## src/rtl/wdt_pkg.sv

```systemverilog
package wdt_pkg;
  typedef enum logic [1:0] {
    MODE_TIMER    = 2'd0,
    MODE_RST_HOLD = 2'd1,
    MODE_RST_RUN  = 2'd2
  } wdtMode_e;

  // strobes from control to datapath
  typedef struct packed {
    logic countEn;
    logic clearAll;
    logic armEnable;
  } wdtStrobe_t;
endpackage

```

## src/rtl/wdt_datapath.sv

```systemverilog
module wdt_datapath
  import wdt_pkg::*;
#(
  parameter int SEL_W   = 3,
  parameter int MAIN_W  = 6,
  parameter int DELAY_W = 6
) (
  input  logic             clk,
  input  logic             rstN,
  input  wdtStrobe_t       strobe,
  input  logic [SEL_W-1:0] scaleSel,
  output logic             expire,
  output logic             delayDone
);
  localparam int PRE_W = 2 ** SEL_W;

  logic [SEL_W-1:0]   activeSel;
  logic [PRE_W-1:0]   preCnt;
  logic [PRE_W-1:0]   preTerm;
  logic [MAIN_W-1:0]  mainCnt;
  logic [DELAY_W-1:0] delayCnt;
  logic               armed;
  logic               divTick;

  // ratio 1 for select 0, otherwise 2^(sel+1): terminal is a low-bit mask
  always_comb begin
    preTerm = '0;
    for (int b = 0; b < PRE_W; b++) begin
      preTerm[b] = (activeSel != '0) && (b <= int'(activeSel));
    end
  end

  assign divTick   = strobe.countEn && (preCnt == preTerm);
  assign expire    = divTick && (&mainCnt) && !strobe.clearAll;
  assign delayDone = armed && strobe.countEn && (&delayCnt) && !strobe.clearAll;

  always_ff @(posedge clk) begin
    if (!rstN) begin
      activeSel <= '0;
      preCnt    <= '0;
      mainCnt   <= '0;
      delayCnt  <= '0;
      armed     <= 1'b0;
    end else if (strobe.clearAll) begin
      activeSel <= scaleSel;
      preCnt    <= '0;
      mainCnt   <= '0;
      delayCnt  <= '0;
      armed     <= 1'b0;
    end else begin
      if (strobe.countEn) begin
        if (divTick) begin
          preCnt  <= '0;
          mainCnt <= mainCnt + MAIN_W'(1);
        end else begin
          preCnt <= preCnt + PRE_W'(1);
        end
      end
      if (expire) begin
        activeSel <= scaleSel;
      end
      if (armed && strobe.countEn) begin
        if (&delayCnt) begin
          armed <= 1'b0;
        end else begin
          delayCnt <= delayCnt + DELAY_W'(1);
        end
      end
      if (expire && strobe.armEnable && !armed) begin
        armed    <= 1'b1;
        delayCnt <= '0;
      end
    end
  end
endmodule

```

## src/rtl/wdt_control.sv

```systemverilog
module wdt_control
  import wdt_pkg::*;
#(
  parameter int CFG_W = 4,
  parameter logic [CFG_W-1:0] CODE_TIMER = 4'hF,
  parameter logic [CFG_W-1:0] CODE_HOLD  = 4'h5
) (
  input  logic             clk,
  input  logic             rstN,
  input  logic             tickEn,
  input  logic [CFG_W-1:0] cfgCode,
  input  logic             runBit,
  input  logic             swClear,
  input  logic             flagClear,
  input  logic             intEnable,
  input  logic             idleMode,
  input  logic             powerDown,
  input  logic             expire,
  input  logic             delayDone,
  output wdtStrobe_t       strobe,
  output logic             timeoutFlag,
  output logic             irq,
  output logic             wakePulse,
  output logic             sysResetReq
);
  wdtMode_e mode;
  logic     activeNow;

  always_comb begin
    if (cfgCode == CODE_TIMER)     mode = MODE_TIMER;
    else if (cfgCode == CODE_HOLD) mode = MODE_RST_HOLD;
    else                           mode = MODE_RST_RUN;

    unique case (mode)
      MODE_TIMER:    activeNow = runBit;
      MODE_RST_HOLD: activeNow = !(idleMode || powerDown);
      default:       activeNow = 1'b1;
    endcase

    strobe.countEn   = tickEn && activeNow;
    strobe.clearAll  = swClear;
    strobe.armEnable = (mode != MODE_TIMER);
  end

  always_ff @(posedge clk) begin
    if (!rstN) begin
      timeoutFlag <= 1'b0;
      wakePulse   <= 1'b0;
      sysResetReq <= 1'b0;
    end else begin
      if (expire)         timeoutFlag <= 1'b1;
      else if (flagClear) timeoutFlag <= 1'b0;
      wakePulse   <= expire;
      sysResetReq <= delayDone;
    end
  end

  assign irq = timeoutFlag && intEnable;
endmodule

```

## src/rtl/wdt_interval_timer.sv

```systemverilog
module wdt_interval_timer
  import wdt_pkg::*;
#(
  parameter int CFG_W   = 4,
  parameter int SEL_W   = 3,
  parameter int MAIN_W  = 6,
  parameter int DELAY_W = 6
) (
  input  logic             clk,
  input  logic             rstN,
  input  logic             tickEn,
  input  logic [CFG_W-1:0] cfgCode,
  input  logic [SEL_W-1:0] scaleSel,
  input  logic             runBit,
  input  logic             swClear,
  input  logic             flagClear,
  input  logic             intEnable,
  input  logic             idleMode,
  input  logic             powerDown,
  output logic             timeoutFlag,
  output logic             irq,
  output logic             wakePulse,
  output logic             sysResetReq
);
  wdtStrobe_t strobe;
  logic       expire;
  logic       delayDone;

  wdt_control #(.CFG_W(CFG_W)) u_ctrl (
    .clk(clk), .rstN(rstN), .tickEn(tickEn), .cfgCode(cfgCode),
    .runBit(runBit), .swClear(swClear), .flagClear(flagClear),
    .intEnable(intEnable), .idleMode(idleMode), .powerDown(powerDown),
    .expire(expire), .delayDone(delayDone), .strobe(strobe),
    .timeoutFlag(timeoutFlag), .irq(irq), .wakePulse(wakePulse),
    .sysResetReq(sysResetReq)
  );

  wdt_datapath #(.SEL_W(SEL_W), .MAIN_W(MAIN_W), .DELAY_W(DELAY_W)) u_dp (
    .clk(clk), .rstN(rstN), .strobe(strobe), .scaleSel(scaleSel),
    .expire(expire), .delayDone(delayDone)
  );
endmodule

```

## config.mk

```make
export PLATFORM = sky130hd
export DESIGN_NAME = wdt_interval_timer
export DESIGN_NICKNAME = d
export VERILOG_FILES = /design/src/rtl/wdt_pkg.sv /design/src/rtl/wdt_datapath.sv /design/src/rtl/wdt_control.sv /design/src/rtl/wdt_interval_timer.sv
export SDC_FILE = /design/constraint.sdc
export NUM_CORES = 1
export LEC_CHECK = 0
export ABC_AREA = 1
export BUFFER_PORTS_ARGS = -buffer_cell sky130_fd_sc_hd__buf_2
export CAP_MARGIN = 20
export CORE_ASPECT_RATIO = 1.2
export CORE_MARGIN = 1.5
export CORE_UTILIZATION = 56
export CTS_CLUSTER_SIZE = 40
export DETAILED_ROUTE_END_ITERATION = 7
export GPL_ROUTABILITY_DRIVEN = 0
export PLACE_DENSITY = 0.84
export SLEW_MARGIN = 10
export SYNTH_ARGS = -nofsm -noshare
export SYNTH_HDL_FRONTEND = slang
export SYNTH_SLANG_ARGS = --single-unit
```

## constraint.sdc

```tcl
create_clock -name clk -period 1.7 [get_ports clk]
set_input_delay 0.51 -clock clk [delete_from_list [all_inputs] [get_ports clk]]
set_output_delay 0.51 -clock clk [all_outputs]
set_load 0.05 [all_outputs]
```

==> metrics.md <==
| Metric | Value |
|---|---|
| Design Area, Final | 0.00169 mm² |
| Ports | 20 |
| Maxcap violations | 0 |
| Static Leak | between 0.0007 and 0.0008 µW |
| Clock Sinks | 27 |
| Detail Route Antenna Nets | 0 |
| Antenna diodes | 0 |
| Nets@finish | 272 |
| Worst-Skew Late Latency | 0.34 ns |
| EDFF count, synth | 0 |
| First-pass GRT wire length | around 5.0 mm |
| Post-Route WL | around 2.8 mm |
| Clk_skew | approximately 0.0032 ns |
| R2R setup slack | roughly 0.18 ns |
| Post-layout util | between 60% and 70% |
| Complex-gate fraction of the synthesized area | 11.0% |
| CTS tree | built |
| Clock H-tree levels | 1 |
| Yosys reg bits | 27 |
| Maximum vdd drop | 0.472 mV |
| Synth unique cells | 26 |
| Synth Area in Simple Gates | a little under two fifths |
| Post-CTS setup buffers | 0 |
| Post-Synthesis Cells | 225 |
| Final period utilization | 92.8% |
| Main combinational cell family by area after synthesis | simple AND/OR/NAND/NOR gates |
| Initial Utilization | approximately 60% |
| DRT iter0 DRCs | a little over 70 |
| Fraction of registers with async set/reset | 0% |
| Setup TNS | 0 ns |
| Fillers | ~240 |
| Xor-xnor portion of the synthesized cell area | 2.94% |
| Worst setup startpoint | u_ctrl.timeoutFlag |
| Num CTS Buffers | 3 |
| Die Width | ~50 µm |
| Via density | 4.97 |
| Post-cts resize count | 0 |
| Die area | 0.00298 mm² |
| Crit Reg-Reg Endpoint | u_dp.mainCnt[4] |
| Synthesized cell area | ~0.0015 mm² |
| CTS max path bufs | 2 |
| Proportion of layout cells with a drive suffix above 1 | 16.7% |
| Crit path kind | register to primary output |
| Synth Area per Inst | about 6.6 µm² |
| Die height | ~60 µm |
| P&R area growth vs syn | 13.5% |
| PD cells | 633 mW/mm² |
| Final Setup Violations | 0 |
| Post-place instance area | around 0.0017 mm² |
| Worst setup SP type | register |
| Global route overflow | 0 |
| Antenna violations before repair | 0 |
| Largest net degree at the start of global routing | 16 |
| Crit path required time | ~1.2 ns |
| Main synth FF type | dfxtp_1 |
| Slew HR | slightly above 80% |
| Hold Path Stages | 2 |
| Synth Area in Adders | under 10% |
| WL/cell | 9.87 µm |
| Total Power Consumption | 1070 µW |
| Post-synthesis sequential area ratio | between 30% and 40% |
| Slew Viols, Final | 0 |
| DP HPWL | about 2.2 mm |
| Critical path fanouts, max | 3 |
| DR vias | approximately 1400 |
| Syn_nets | roughly 240 |
| Drt pass-1 iters | 4 |
| CP endpoint | irq |
| Place WS | -0.0516 ns |
| Worst Path Arrival | 1.07 ns |
| GRT Overall Usage | between 20% and 30% |
| DRC violations left | 0 |
| Element type at the critical path end | primary output |
| Yosys synthesis warning count | 0 |
| Port Buffers | 19 |
| Outcome | complete, no violations |
| Reg2reg start | u_dp.preCnt[3] |
| Vias in the first global route | 1234 |
| Worst-Margin Slew | between 0.2 and 0.3 ns |
| R2R depth | 9 |
| Final Hold Violating Endpoints | 0 |
| Clock transition at path regs | 0.15 ns |
| Hold Crit Class | input port to register |
| Root buffer cell | clkbuf_4 |
| Min Tclk post-route | ~1.6 ns |
| Rows | 20 |
| Mux share of post-synthesis cell area | 0% |
| Post-CTS Hold Fix Bufs | 0 |
| RSZ-0062 raised after global routing | false |
| Achievable frequency | between 600 and 700 MHz |
| Core Area | about 0.0025 mm² |
| Min setup slack post-route | 0.122 ns |
==> through the flow <==
| step | hold slack (ns) | cells |
|---|---|---|
| 2_1_floorplan | 0.441 | 225 |
| 6_report | 0.341 | 285 |
| 4_1_cts | 0.333 | 285 |
| 5_1_grt | 0.336 | 285 |
| 3_5_place_dp | 0.453 | 281 |
| 3_3_place_gp | 0.445 | 281 |
==> sequential cells by signal (all words and copies together), names as in the netlist <==
register / count
u_ctrl.timeoutFlag: 1
u_dp.delayCnt: 6
u_dp.activeSel: 3
u_dp.mainCnt: 6
u_ctrl.wakePulse: 1
u_dp.armed: 1
u_dp.preCnt: 8
u_ctrl.sysResetReq: 1
==> cells in the mapped netlist (3+ instances only) <==
cell type / n / area share [%]
a21oi_1: 13 / 4.4
o21ai_1: 7 / 2.3
nor3_1: 11 / 3.7
nor2_1: 31 / 7.8
dfxtp_1: 27 / 36
o21ai_0: 7 / 2.3
xor2_1: 3 / 1.8
nand3_1: 11 / 3.7
inv_1: 34 / 8.6
nand2_1: 54 / 14
nand4_1: 5 / 2.1
ha_1: 3 / 2.5
==> kinds of logic (layout without fill, tap and decap cells) <==
| logic type | after synthesis | after routing |
|---|---|---|
| adder cells (fa/ha/maj) | 3 | 3 |
| buffers and inverters | 38 | 65 |
| XOR/XNOR | 5 | 5 |
| AO/OA/AOI/OAI | 31 | 31 |
| AND/OR/NAND/NOR | 121 | 121 |
| flip-flops | 27 | 27 |
==> worst min-delay path by stage <==
stage,start,endpoint,slack [ns]
2_1_floorplan,u_dp.mainCnt[5],u_dp.mainCnt[5],0.44
3_3_place_gp,u_dp.mainCnt[5],u_dp.mainCnt[5],0.45
3_5_place_dp,u_dp.mainCnt[5],u_dp.mainCnt[5],0.45
4_1_cts,flagClear,u_ctrl.timeoutFlag,0.33
5_1_grt,flagClear,u_ctrl.timeoutFlag,0.34
6_report,flagClear,u_ctrl.timeoutFlag,0.34
==> area by class of cell <==
type | instances | area [µm²] | share of cell area [%]
clock buffers | 3 | 22.5 | 1.33
flip-flops and latches | 27 | 543 | 32.1
multi-input cells | 160 | 810 | 47.8
repair buffers | 24 | 133 | 7.83
well taps | 33 | 41.3 | 2.44
clock inverters | 1 | 5.00 | 0.296
inverters | 37 | 139 | 8.20
==> cell usage in the layout (no fill, tap or decap), drive strengths merged <==
master | netlist | routed
a21boi | 1 | 1
o21bai | 1 | 1
xor2 | 3 | 3
xnor2 | 2 | 2
a21oi | 13 | 13
nor3 | 11 | 11
clkbuf | 0 | 3
ha | 3 | 3
inv | 36 | 36
buf | 1 | 24
nand3 | 14 | 14
dfxtp | 27 | 27
o22ai | 1 | 1
a211oi | 1 | 1
clkinv | 1 | 2
o21ai | 14 | 14
nor2 | 33 | 33
nand2 | 58 | 58
nand4 | 5 | 5
==> routing by layer <==
layer	vias to the layer above	global-route usage (%)	routed length [µm]
met5	-	0	0
met4	0	10.7	62
met3	5	2.27	133
met2	41	36.5	1230
met1	600	27.7	1390
li1	770	-	-
==> critical path, cell delays in order, from the launching register on <==
cell	delay (ns)
dfxtp_1	0.38
nand2_1	0.06
inv_1	0.04
buf_2	0.25
==> where the power goes <==
part | leakage [µW] | internal [µW] | switching [µW] | total, µW
logic | 0.000484 | 50.6 | 79.5 | 130
registers | 0.000219 | 641 | 9.80 | 651
clock network | 0.0000177 | 88.9 | 202 | 291
(Power assumes the default switching activity.)
